===== src/rtl/acc_alu_pkg.sv =====
`timescale 1ns/1ps
package acc_alu_pkg;

   typedef enum logic [4:0] {
      OP_ADD = 5'd0,
      OP_ADC = 5'd1,
      OP_SUB = 5'd2,
      OP_SBB = 5'd3,
      OP_AND = 5'd4,
      OP_OR  = 5'd5,
      OP_XOR = 5'd6,
      OP_CMP = 5'd7,
      OP_INC = 5'd8,
      OP_DEC = 5'd9,
      OP_CMA = 5'd10,
      OP_STC = 5'd11,
      OP_CMC = 5'd12,
      OP_RLC = 5'd13,
      OP_RRC = 5'd14,
      OP_RAL = 5'd15,
      OP_RAR = 5'd16,
      OP_DAA = 5'd17
   } alu_op_e;

   // flag set held between operations
   typedef struct packed {
      logic s;
      logic z;
      logic ac;
      logic p;
      logic cy;
   } flags_t;

   localparam int FLAG_BYTE_W = 8;
   localparam int POS_S  = 7;
   localparam int POS_Z  = 6;
   localparam int POS_AC = 4;
   localparam int POS_P  = 2;
   localparam int POS_CY = 0;
   localparam int POS_ONE = 1;

   function automatic logic [FLAG_BYTE_W-1:0] pack_flags(input flags_t f);
      logic [FLAG_BYTE_W-1:0] v;
      v = '0;
      v[POS_S]   = f.s;
      v[POS_Z]   = f.z;
      v[POS_AC]  = f.ac;
      v[POS_P]   = f.p;
      v[POS_CY]  = f.cy;
      v[POS_ONE] = 1'b1;
      return v;
   endfunction

endpackage


===== src/rtl/acc_alu_addsub.sv =====
`timescale 1ns/1ps
// shared adder for add, subtract, compare, increment and decrement
module acc_alu_addsub #(
   parameter int DATA_W = 8,
   parameter int NIB_W  = 4
) (
   input  logic [DATA_W-1:0] a,
   input  logic [DATA_W-1:0] b,
   input  logic              sub,
   input  logic              cin,
   output logic [DATA_W-1:0] sum,
   output logic              cout,
   output logic              hcarry
);
   logic [DATA_W-1:0] b_eff;
   logic              c_eff;
   logic [DATA_W:0]   full;
   logic [NIB_W:0]    low;

   initial begin
      assert (NIB_W > 0 && NIB_W < DATA_W)
         else $error("acc_alu_addsub: NIB_W must lie inside DATA_W");
   end

   always_comb begin
      b_eff  = sub ? ~b : b;
      c_eff  = sub ? ~cin : cin;
      full   = {1'b0, a} + {1'b0, b_eff} + {{DATA_W{1'b0}}, c_eff};
      low    = {1'b0, a[NIB_W-1:0]} + {1'b0, b_eff[NIB_W-1:0]} + {{NIB_W{1'b0}}, c_eff};
      sum    = full[DATA_W-1:0];
      cout   = sub ? ~full[DATA_W] : full[DATA_W];
      hcarry = low[NIB_W];
   end
endmodule


===== src/rtl/acc_alu_bitops.sv =====
`timescale 1ns/1ps
// bitwise logic and single-bit rotates of the accumulator
module acc_alu_bitops
   import acc_alu_pkg::*;
#(
   parameter int DATA_W = 8
) (
   input  alu_op_e           op,
   input  logic [DATA_W-1:0] a,
   input  logic [DATA_W-1:0] b,
   input  logic              cy,
   output logic [DATA_W-1:0] r,
   output logic              cy_out
);
   localparam int MSB = DATA_W - 1;

   always_comb begin
      r      = a;
      cy_out = cy;
      unique case (op)
         OP_AND:  r = a & b;
         OP_OR:   r = a | b;
         OP_XOR:  r = a ^ b;
         OP_CMA:  r = ~a;
         OP_RLC:  begin r = {a[MSB-1:0], a[MSB]}; cy_out = a[MSB]; end
         OP_RRC:  begin r = {a[0], a[MSB:1]};     cy_out = a[0];   end
         OP_RAL:  begin r = {a[MSB-1:0], cy};     cy_out = a[MSB]; end
         OP_RAR:  begin r = {cy, a[MSB:1]};       cy_out = a[0];   end
         default: ;
      endcase
   end
endmodule


===== src/rtl/acc_alu_decadj.sv =====
`timescale 1ns/1ps
// packed-BCD correction after a binary add
module acc_alu_decadj #(
   parameter int DATA_W = 8,
   parameter int NIB_W  = 4
) (
   input  logic [DATA_W-1:0] a,
   input  logic              cy,
   input  logic              ac,
   output logic [DATA_W-1:0] r,
   output logic              cy_out,
   output logic              ac_out
);
   localparam logic [NIB_W-1:0]  DIGIT_MAX = NIB_W'(9);
   localparam logic [DATA_W-1:0] BYTE_MAX  = DATA_W'(8'h99);
   localparam logic [DATA_W-1:0] FIX_LO    = DATA_W'(8'h06);
   localparam logic [DATA_W-1:0] FIX_HI    = DATA_W'(8'h60);

   logic           lo_fix;
   logic           hi_fix;
   logic [NIB_W:0] lo_sum;

   initial begin
      assert (DATA_W == 2 * NIB_W)
         else $error("acc_alu_decadj: two digits per word expected");
   end

   always_comb begin
      lo_fix = (a[NIB_W-1:0] > DIGIT_MAX) | ac;
      hi_fix = cy | (a > BYTE_MAX);
      lo_sum = {1'b0, a[NIB_W-1:0]} + (lo_fix ? (NIB_W+1)'(6) : '0);
      r      = a + (lo_fix ? FIX_LO : '0) + (hi_fix ? FIX_HI : '0);
      cy_out = hi_fix;
      ac_out = lo_sum[NIB_W];
   end
endmodule


===== src/rtl/acc_alu_parity.sv =====
`timescale 1ns/1ps
// balanced XOR tree; even = 1 when the count of ones is even
module acc_alu_parity #(
   parameter int W = 8
) (
   input  logic [W-1:0] d,
   output logic         even
);
   localparam int NODES = 2 * W - 1;
   logic [NODES-1:0] node;

   initial begin
      assert (W >= 2 && (W & (W - 1)) == 0)
         else $error("acc_alu_parity: W must be a power of two");
   end

   for (genvar i = 0; i < W; i++) begin : g_leaf
      assign node[W-1+i] = d[i];
   end
   for (genvar j = 0; j < W - 1; j++) begin : g_inner
      assign node[j] = node[2*j+1] ^ node[2*j+2];
   end

   assign even = ~node[0];
endmodule


===== src/rtl/acc_alu_flagreg.sv =====
`timescale 1ns/1ps
// per-flag enabled storage, packed into the flag byte
module acc_alu_flagreg
   import acc_alu_pkg::*;
(
   input  logic                   clk,
   input  logic                   rst_n,
   input  logic                   en,
   input  flags_t                 upd,
   input  flags_t                 nxt,
   output flags_t                 cur,
   output logic [FLAG_BYTE_W-1:0] flags_q
);
   localparam int NFLAGS = $bits(flags_t);

   logic [NFLAGS-1:0] st;

   always_ff @(posedge clk or negedge rst_n) begin
      if (!rst_n) begin
         st <= '0;
      end else begin
         for (int i = 0; i < NFLAGS; i++) begin
            if (en && upd[i]) st[i] <= nxt[i];
         end
      end
   end

   assign cur     = flags_t'(st);
   assign flags_q = pack_flags(cur);

   // zero and sign come from one value and are written together
   assert_zero_sign_excl_R3: assert property (@(posedge clk) disable iff (!rst_n)
      !(flags_q[POS_Z] && flags_q[POS_S]));
endmodule


===== src/rtl/acc_alu.sv =====
`timescale 1ns/1ps
module acc_alu
   import acc_alu_pkg::*;
#(
   parameter int DATA_W = 8,
   parameter int NIB_W  = 4
) (
   input  logic                   clk,
   input  logic                   rst_n,
   input  logic                   op_valid,
   input  logic [4:0]             op_code,
   input  logic [DATA_W-1:0]      acc_in,
   input  logic [DATA_W-1:0]      opnd_in,
   output logic [DATA_W-1:0]      result_q,
   output logic                   acc_wr_q,
   output logic [FLAG_BYTE_W-1:0] flags_q
);
   localparam int MSB = DATA_W - 1;
   localparam flags_t UPD_ALL  = '{s: 1'b1, z: 1'b1, ac: 1'b1, p: 1'b1, cy: 1'b1};
   localparam flags_t UPD_NOCY = '{s: 1'b1, z: 1'b1, ac: 1'b1, p: 1'b1, cy: 1'b0};
   localparam flags_t UPD_CY   = '{s: 1'b0, z: 1'b0, ac: 1'b0, p: 1'b0, cy: 1'b1};
   localparam flags_t UPD_NONE = '0;

   initial begin
      assert (DATA_W == 8)
         else $error("acc_alu: the flag byte is defined for 8-bit data");
      assert (NIB_W * 2 == DATA_W)
         else $error("acc_alu: NIB_W must be half of DATA_W");
   end

   alu_op_e           op;
   flags_t            cur;
   flags_t            upd;
   flags_t            nf;
   logic [DATA_W-1:0] as_b;
   logic              as_sub;
   logic              as_cin;
   logic [DATA_W-1:0] as_sum;
   logic              as_cout;
   logic              as_hc;
   logic [DATA_W-1:0] bo_r;
   logic              bo_cy;
   logic [DATA_W-1:0] da_r;
   logic              da_cy;
   logic              da_ac;
   logic [DATA_W-1:0] fsrc;
   logic              fsrc_even;
   logic [DATA_W-1:0] nxt_res;
   logic              nxt_wr;

   assign op = alu_op_e'(op_code);

   acc_alu_addsub #(.DATA_W(DATA_W), .NIB_W(NIB_W)) u_addsub (
      .a(acc_in), .b(as_b), .sub(as_sub), .cin(as_cin),
      .sum(as_sum), .cout(as_cout), .hcarry(as_hc)
   );

   acc_alu_bitops #(.DATA_W(DATA_W)) u_bitops (
      .op(op), .a(acc_in), .b(opnd_in), .cy(cur.cy),
      .r(bo_r), .cy_out(bo_cy)
   );

   acc_alu_decadj #(.DATA_W(DATA_W), .NIB_W(NIB_W)) u_decadj (
      .a(acc_in), .cy(cur.cy), .ac(cur.ac),
      .r(da_r), .cy_out(da_cy), .ac_out(da_ac)
   );

   acc_alu_parity #(.W(DATA_W)) u_parity (
      .d(fsrc), .even(fsrc_even)
   );

   // adder operand selection
   always_comb begin
      as_b   = opnd_in;
      as_sub = 1'b0;
      as_cin = 1'b0;
      unique case (op)
         OP_ADC:  as_cin = cur.cy;
         OP_SUB,
         OP_CMP:  as_sub = 1'b1;
         OP_SBB:  begin as_sub = 1'b1; as_cin = cur.cy; end
         OP_INC:  begin as_b = '0; as_cin = 1'b1; end
         OP_DEC:  begin as_b = '0; as_sub = 1'b1; as_cin = 1'b1; end
         default: ;
      endcase
   end

   // per-class result, strobe and flag update
   always_comb begin
      nxt_res = acc_in;
      nxt_wr  = 1'b0;
      fsrc    = acc_in;
      upd     = UPD_NONE;
      nf      = cur;
      unique case (op)
         OP_ADD, OP_ADC, OP_SUB, OP_SBB: begin
            nxt_res = as_sum;
            nxt_wr  = 1'b1;
            fsrc    = as_sum;
            upd     = UPD_ALL;
            nf.cy   = as_cout;
            nf.ac   = as_hc;
         end
         OP_CMP: begin
            fsrc  = as_sum;
            upd   = UPD_ALL;
            nf.cy = as_cout;
            nf.ac = as_hc;
         end
         OP_INC, OP_DEC: begin
            nxt_res = as_sum;
            nxt_wr  = 1'b1;
            fsrc    = as_sum;
            upd     = UPD_NOCY;
            nf.ac   = as_hc;
         end
         OP_AND, OP_OR, OP_XOR: begin
            nxt_res = bo_r;
            nxt_wr  = 1'b1;
            fsrc    = bo_r;
            upd     = UPD_ALL;
            nf.cy   = 1'b0;
            nf.ac   = (op == OP_AND);
         end
         OP_CMA: begin
            nxt_res = bo_r;
            nxt_wr  = 1'b1;
         end
         OP_STC: begin
            upd   = UPD_CY;
            nf.cy = 1'b1;
         end
         OP_CMC: begin
            upd   = UPD_CY;
            nf.cy = ~cur.cy;
         end
         OP_RLC, OP_RRC, OP_RAL, OP_RAR: begin
            nxt_res = bo_r;
            nxt_wr  = 1'b1;
            upd     = UPD_CY;
            nf.cy   = bo_cy;
         end
         OP_DAA: begin
            nxt_res = da_r;
            nxt_wr  = 1'b1;
            fsrc    = da_r;
            upd     = UPD_ALL;
            nf.cy   = da_cy;
            nf.ac   = da_ac;
         end
         default: ;
      endcase
      nf.z = (fsrc == '0);
      nf.s = fsrc[MSB];
      nf.p = fsrc_even;
   end

   acc_alu_flagreg u_flagreg (
      .clk(clk), .rst_n(rst_n), .en(op_valid),
      .upd(upd), .nxt(nf), .cur(cur), .flags_q(flags_q)
   );

   always_ff @(posedge clk or negedge rst_n) begin
      if (!rst_n) begin
         result_q <= '0;
         acc_wr_q <= 1'b0;
      end else begin
         acc_wr_q <= op_valid & nxt_wr;
         if (op_valid) result_q <= nxt_res;
      end
   end

   assert_idle_hold_R2: assert property (@(posedge clk) disable iff (!rst_n)
      !op_valid |=> ($stable(flags_q) && $stable(result_q) && !acc_wr_q));

   assert_cmp_keeps_acc_R6: assert property (@(posedge clk) disable iff (!rst_n)
      (op_valid && op_code == 5'd7) |=> (!acc_wr_q && result_q == $past(acc_in)));

   assert_incdec_carry_R7: assert property (@(posedge clk) disable iff (!rst_n)
      (op_valid && (op_code == 5'd8 || op_code == 5'd9))
         |=> flags_q[POS_CY] == $past(flags_q[POS_CY]));

   assert_cma_flags_R9: assert property (@(posedge clk) disable iff (!rst_n)
      (op_valid && op_code == 5'd10) |=> ($stable(flags_q) && acc_wr_q));

   assert_stc_sets_R10: assert property (@(posedge clk) disable iff (!rst_n)
      (op_valid && op_code == 5'd11) |=> (flags_q[POS_CY] && !acc_wr_q));

   assert_rotate_cy_only_R11: assert property (@(posedge clk) disable iff (!rst_n)
      (op_valid && op_code >= 5'd13 && op_code <= 5'd16)
         |=> flags_q[7:1] == $past(flags_q[7:1]));

   assert_daa_keeps_carry_R13: assert property (@(posedge clk) disable iff (!rst_n)
      (op_valid && op_code == 5'd17 && flags_q[POS_CY]) |=> flags_q[POS_CY]);
endmodule


===== config.mk =====
export PLATFORM = sky130hd
export DESIGN_NAME = acc_alu
export DESIGN_NICKNAME = d
export VERILOG_FILES = /design/src/rtl/acc_alu_pkg.sv /design/src/rtl/acc_alu_addsub.sv /design/src/rtl/acc_alu_bitops.sv /design/src/rtl/acc_alu_decadj.sv /design/src/rtl/acc_alu_parity.sv /design/src/rtl/acc_alu_flagreg.sv /design/src/rtl/acc_alu.sv
export SDC_FILE = /design/constraint.sdc
export NUM_CORES = 1
export LEC_CHECK = 0
export ABC_AREA = 1
export BUFFER_PORTS_ARGS = -buffer_cell sky130_fd_sc_hd__buf_2
export CAP_MARGIN = 25
export CORE_UTILIZATION = 60
export DETAILED_ROUTE_END_ITERATION = 10
export GPL_TIMING_DRIVEN = 0
export HOLD_SLACK_MARGIN = 0.03
export PLACE_DENSITY_LB_ADDON = 0.15
export SLEW_MARGIN = 5
export SYNTH_ARGS = -nofsm -noshare
export SYNTH_HDL_FRONTEND = slang
export SYNTH_SLANG_ARGS = --single-unit

===== constraint.sdc =====
create_clock -name clk -period 4.5 [get_ports clk]
set_input_delay 0.9 -clock clk [delete_from_list [all_inputs] [get_ports clk]]
set_output_delay 0.9 -clock clk [all_outputs]
set_load 0.005 [all_outputs]

; ---- After elaboration in Yosys (flattened, before gate mapping)
; Index checks and enable logic that the tools add are counted.
[classes]
addsub = 7
n_bitwise = 19
n_reduce_logical = 25
eq_ne = 18
n_mux = 17
n_lt_le_gt_ge = 2
[op_table]
columns = operator, count
row1 = 8-bit one-hot mux with 8 select lines, 1
row2 = 8-bit one-hot mux with 3 select lines, 2
row3 = 5-bit by 4-bit == test with 1-bit output (second input constant), 8
row4 = 5-bit by 3-bit == test with 1-bit output (second input constant), 4
row5 = 8-bit adder, 2
row6 = 8-bit 2-to-1 mux, 2
row7 = 8-bit inverter, 2
row8 = 5-bit one-hot mux with 3 select lines, 1
row9 = 15-bit OR reduction, 1
row10 = 6-bit OR reduction, 2
row11 = 5-bit by 2-bit == test with 1-bit output (second input constant), 2
row12 = 5-bit == test (second input constant), 2
row13 = 8-bit by 8-bit adder with 9-bit output, 1
row14 = 9-bit by 1-bit adder with 9-bit output, 1
row15 = 9-bit OR reduction, 1
row16 = 8-bit bitwise AND, 1
row17 = 8-bit greater-than comparator (second input constant), 1
row18 = 8-bit logical NOT, 1
row19 = 8-bit bitwise OR, 1
row20 = 2-bit OR reduction, 4
row21 = 4-bit OR reduction, 2
row22 = 8-bit OR reduction, 1
row23 = 8-bit XOR, 1
row24 = 7-bit 2-to-1 mux, 1
row25 = other kinds (24), 43
[totals]
regBits = 14
out_inout_bits = 17
input_bits = 24
word_cells = 95

; ---- Depth between registers and ports, before layout
[logic_depth]
ltp_word = 12
ltp_mapped = 24
mapped_depth_nobuf = 22

; ---- By module
; A second synthesis with hierarchy kept.
[hier_totals]
cells_unflattened = 572
area_unflattened_um2 = 3265.6
[by_module_without_submodules]
columns = module, seq_area_each_um2, instances, area_per_inst_um2, cells_per_inst
row1 = acc_alu, 225.2, 1, 1151.1, 200
row2 = acc_alu_bitops, 0.0, 1, 938.4, 173
row3 = acc_alu_addsub, 0.0, 1, 501.7, 85
row4 = acc_alu_flagreg, 125.1, 1, 287.8, 36
row5 = acc_alu_decadj, 0.0, 1, 241.5, 41
row6 = acc_alu_parity, 0.0, 1, 145.1, 37

; ---- Worst setup path before layout
; No wires, ideal clock.
[synth_path]
kind = input to register
startpoint = input op_code[2]
endpoint = register u_flagreg.st[1], in the netlist u_flagreg.cur[1]
slack_ps = 375
setup_ps = 127
path_buffers = 1
required_ps = 4373
stages = 18
arrival_time_ps = 3998
path_cell_list = buf_2 -> inv_1 -> o211ai_2 -> o21ai_2 -> a21oi_1 -> nor2_1 -> fa_1 -> fa_1 -> nand3_1 -> nand3_1 -> xor2_1 -> a21oi_1 -> o21ai_0 -> o21ai_0 -> ha_1 -> xor2_1 -> xnor2_1 -> o21ai_0
[synth_between]
elab_chain_len = 12
elab_cells_between_ends = 46
cone_classes = 2 x add/sub / 17 x eq/ne / 8 x mux / 10 x bitwise / 9 x reduce/logical
[synth_rtl]
columns = element, line
row1 = from (decl), acc_alu.sv:11  ; input logic [4:0] op_code,
row2 = 5-bit by 4-bit == test with 1-bit output, "acc_alu.sv:77, acc_alu.sv:95"
row3 = 2-bit OR reduction (no line), --
row4 = 8-bit 2-to-1 mux, acc_alu.sv:77  ; unique case (op)
row5 = 8-bit inverter, acc_alu_addsub.sv:26  ; b_eff = sub ? ~b : b;
row6 = 8-bit 2-to-1 mux, acc_alu_addsub.sv:26
row7 = 8-bit by 8-bit adder with 9-bit output, acc_alu_addsub.sv:28  ; full = {1'b0, a} + {1'b0, b_eff} + {{DATA_W{1'b0}}, c_eff};
row8 = 9-bit by 1-bit adder with 9-bit output, acc_alu_addsub.sv:28
row9 = 8-bit one-hot mux with 3 select lines, acc_alu.sv:95  ; unique case (op)
row10 = 1-bit XOR (3 in a row), acc_alu_parity.sv:21  ; assign node[j] = node[2*j+1] ^ node[2*j+2];
row11 = 1-bit inverter, acc_alu_parity.sv:24  ; assign even = ~node[0];
row12 = "to (signal, indexed assignment)", acc_alu_flagreg.sv:23  ; if (en && upd[i]) st[i] <= nxt[i];
row13 = to (decl), acc_alu_flagreg.sv:16  ; logic [NFLAGS-1:0] st;
; Several ways; a longest one is shown, not always the timed one.
; A chain may end at the register's enable or synchronous reset.

; ---- Final worst setup path
[layout_path]
startpoint = input op_code[3]
endpoint = register u_flagreg.st[1], in the netlist u_flagreg.cur[1]
; The elaborated chain is that of the path after synthesis.

==> results_dict.tcl <==
set metrics [dict create \
    outcome "finished clean" \
    place.detailed.hpwl_um 6892 \
    synth_area_leaders "nand2_1 19%, ha_1 14%, dfrtp_1 13%, nor2_1 7.9%, inv_1 7.6%" \
    criticalPathCategory "in2reg" \
    r2r-end "u_flagreg.cur[1]" \
    num_antenna_cells 0 \
    timing.final.crit_share_pct 98.29 \
    rows 24 \
    drtAntennaViolNets 0 \
    globalplace.congestion 1.007 \
    rr_startpoint "u_flagreg.cur[0]" \
    cts_buffers 3 \
    drive_gt1_share_pct 15.07 \
    die_x_um 69.84 \
    wl_per_cell_um 15.38 \
    avgSynthCellArea_um2 5.875 \
    synth_edf_count 0 \
    hp-start "result_q[5]" \
    grt_pass1_wl_um 13880 \
    synth_ff_type "dfrtp_1" \
    crit_chain "buf_2 -> nor2_4 -> nand2_1 -> o31ai_1 -> o21ai_0 -> fa_1 -> fa_1 -> nand3_1 -> nand3_1 -> xor2_2 -> a21oi_1 -> o21ai_0 -> o21ai_0 -> ha_1 -> xor2_1 -> xnor2_1 -> o21ai_0" \
    drv_cap 0 \
    stdcell_count 563 \
    synth-async-reset-ratio_pct 100.0 \
    synthToLayoutAreaGrowth_pct 12.05 \
    grtUsageTotal_pct 35.82 \
    critPathCaptureType "flip-flop" \
    tns_ps 0 \
    synth_top_area_share_pct 18.62 \
    cp_data_required_time_ps 4610 \
    synth_common_cells "137 x nand2_1, 58 x nor2_1, 56 x inv_1, 39 x nand3_1, 31 x ha_1" \
    clockBufferDepth 2 \
    period_minus_slack_ps 4423 \
    postLayoutCoreUtil_pct 70.58 \
    grt_pass1_vias 2932 \
    peakVddDrop_mv 0.1251 \
    firstDrtPassIters 5 \
    drv_slew 0 \
    wirelength_um 8659 \
    syn-cell-area_mm2 0.002761 \
    antenna_found_initial 0 \
    clock-root-buffer "clkbuf_8" \
    cpPeakStageDelay_ps 450 \
    placed_cells 557 \
    cp_slowest_cell "fa_1" \
    muxShareOfSynthArea_pct 0 \
    hold_class "reg2reg" \
    yosysMostFrequentCell "nand2_1" \
    synth_fa_ha_area_share_pct 16.22 \
    dieHeight_um 69.84 \
    port_buffers 34 \
    critPathMaxFanout 7 \
    core_mm2 0.004384 \
    start_kind "primary input" \
    hold_violations 0 \
    worst_pin_slew_ps 527.8 \
    grt_start_max_net_pins 15 \
    crit_path_frequent_cell "o21ai_0" \
    r2r_slack_ps 740 \
    p_leak_nw 1.734 \
    synth-compound-area-share_pct 13.37 \
    htreeDepth 1 \
    synth_cells 470 \
    whs_ps 472.1 \
    cts_tree "yes" \
    dieArea_mm2 0.004878 \
    cts.sinks 14 \
    synth_cell_types 40 \
    pre_cts_ws_ps -332.7 \
    yosysTopAreaCell "nand2_1" \
    rsz0062_at_grt "no" \
    grt_overflow 0 \
    via_count 3269 \
    crit_arrival_ps 4540 \
    yosys.area_share.xor_xnor_pct 1.903 \
    viasPerCell 5.806 \
    whs_path_depth 2 \
    power.density_mw_per_mm2 213.1 \
    clkLatencyLatePin_ps 240 \
    nNetsFinal 570 \
    yosysSeqAreaShare_pct 12.69 \
    finClkSkew_ps 0.5928 \
    yosys.area_share.simple_pct 44.27 \
    slew_headroom_pct 64.82 \
    synth-seq-cells 14 \
    initial_core_util_pct 62.99 \
    setup_ws_ps 76.86 \
    fill_cells 393 \
    synth_top_family_by_area "simple AND/OR/NAND/NOR gates" \
    clkTransAtPathRegs_ps 50 \
    synth_warnings 0 \
    r2r_cells 15 \
    cp_top_family "adder cells" \
    critical_path_buf_inv_count 1 \
    holdPathEnd "result_q[5]" \
    io-pin-count 41 \
    fmax_ghz 0.2261 \
    drc 0 \
    setup_viol 0 \
    drtIter0Drc 407 \
]
[report_power, final]
group / switching (mW) / internal, mW
clock: 0.0392 / 0.0773
sequential: 0.0157 / 0.150
combinational: 0.235 / 0.143
total: 0.290 / 0.370
[how the worst max path moves through the flow]
stage / startpoint / to / cells after the start
4_1_cts: op_code[2] / u_flagreg.cur[1] / 19
5_1_grt: op_code[3] / u_flagreg.cur[1] / 17
3_3_place_gp: op_code[2] / u_flagreg.cur[1] / 18
3_5_place_dp: op_code[2] / u_flagreg.cur[1] / 18
2_1_floorplan: op_code[2] / u_flagreg.cur[1] / 18
6_report: op_code[3] / u_flagreg.cur[1] / 17
[layout make-up]
type / count / area [um^2] / area share, %
Sequential cell: 14 / 350.3 / 11.32
Inverter: 60 / 227.7 / 7.359
Buffer: 13 / 83.83 / 2.709
Clock buffer: 4 / 55.05 / 1.779
Timing Repair Buffer: 36 / 185.2 / 5.985
Multi-Input combinational cell: 384 / 2127 / 68.74
Tap cell: 52 / 65.06 / 2.103
[per-stage QoR]
step | power, mW | cell area, um^2
6_report | 0.6595 | 3094
5_1_grt | 0.7112 | 3094
4_1_cts | 0.6479 | 3064
3_5_place_dp | 0.5296 | 3000
3_3_place_gp | 0.5224 | 3000
2_1_floorplan | 0.4156 | 2765
[placed cells by master, fill, tap and decap left out, types with 12 or more instances in the layout]
cell	n
a21oi_1	25
buf_2	38
dfrtp_1	14
ha_1	31
inv_1	55
nand2_1	137
nand3_1	39
nand4_1	12
nor2_1	58
o21ai_0	23
[repair_timing]
action	4_1_cts	5_1_grt
hold buffers	0	0
gates cloned	0	0
resized for setup	1	3
hold endpoints to repair	0	0
setup endpoints to repair	1	1
pin swaps	0	2
setup buffers	0	2
[state kept, by name, indices dropped and copies added (netlist names)]
register,flops
result_q,8
acc_wr_q,1
u_flagreg.cur,5
[layer usage]
| layer | track usage, % | part of all wire (%) | vias to the layer above |
|---|---|---|---|
| met3 | 3.634 | 9.5 | 24 |
| met4 | 10.22 | 2.2 | 0 |
| met5 | 0 | 0 | - |
| li1 | - | - | 1602 |
| met1 | 47.58 | 43 | 1454 |
| met2 | 61.22 | 46 | 189 |
[worst reg2reg max path: stages (launching register included)]
cell and delay, ps:
dfrtp_1 460, inv_1 130, o31ai_1 390, o21ai_0 160
fa_1 450, fa_1 450, nand3_1 110, nand3_1 190
xor2_2 230, a21oi_1 90, o21ai_0 80, o21ai_0 110
ha_1 320, xor2_1 200, xnor2_1 150, o21ai_0 120
[cell families after synthesis]
group                      count (synthesis)
DFF                                       14
AOI/OAI and AO/OA                         66
buffers and inverters                     73
adders and majority gates                 34
and+or+nand+nor                          275
other                                      2
xor gates and xnor gates                   6
(Power assumes the default switching activity.)
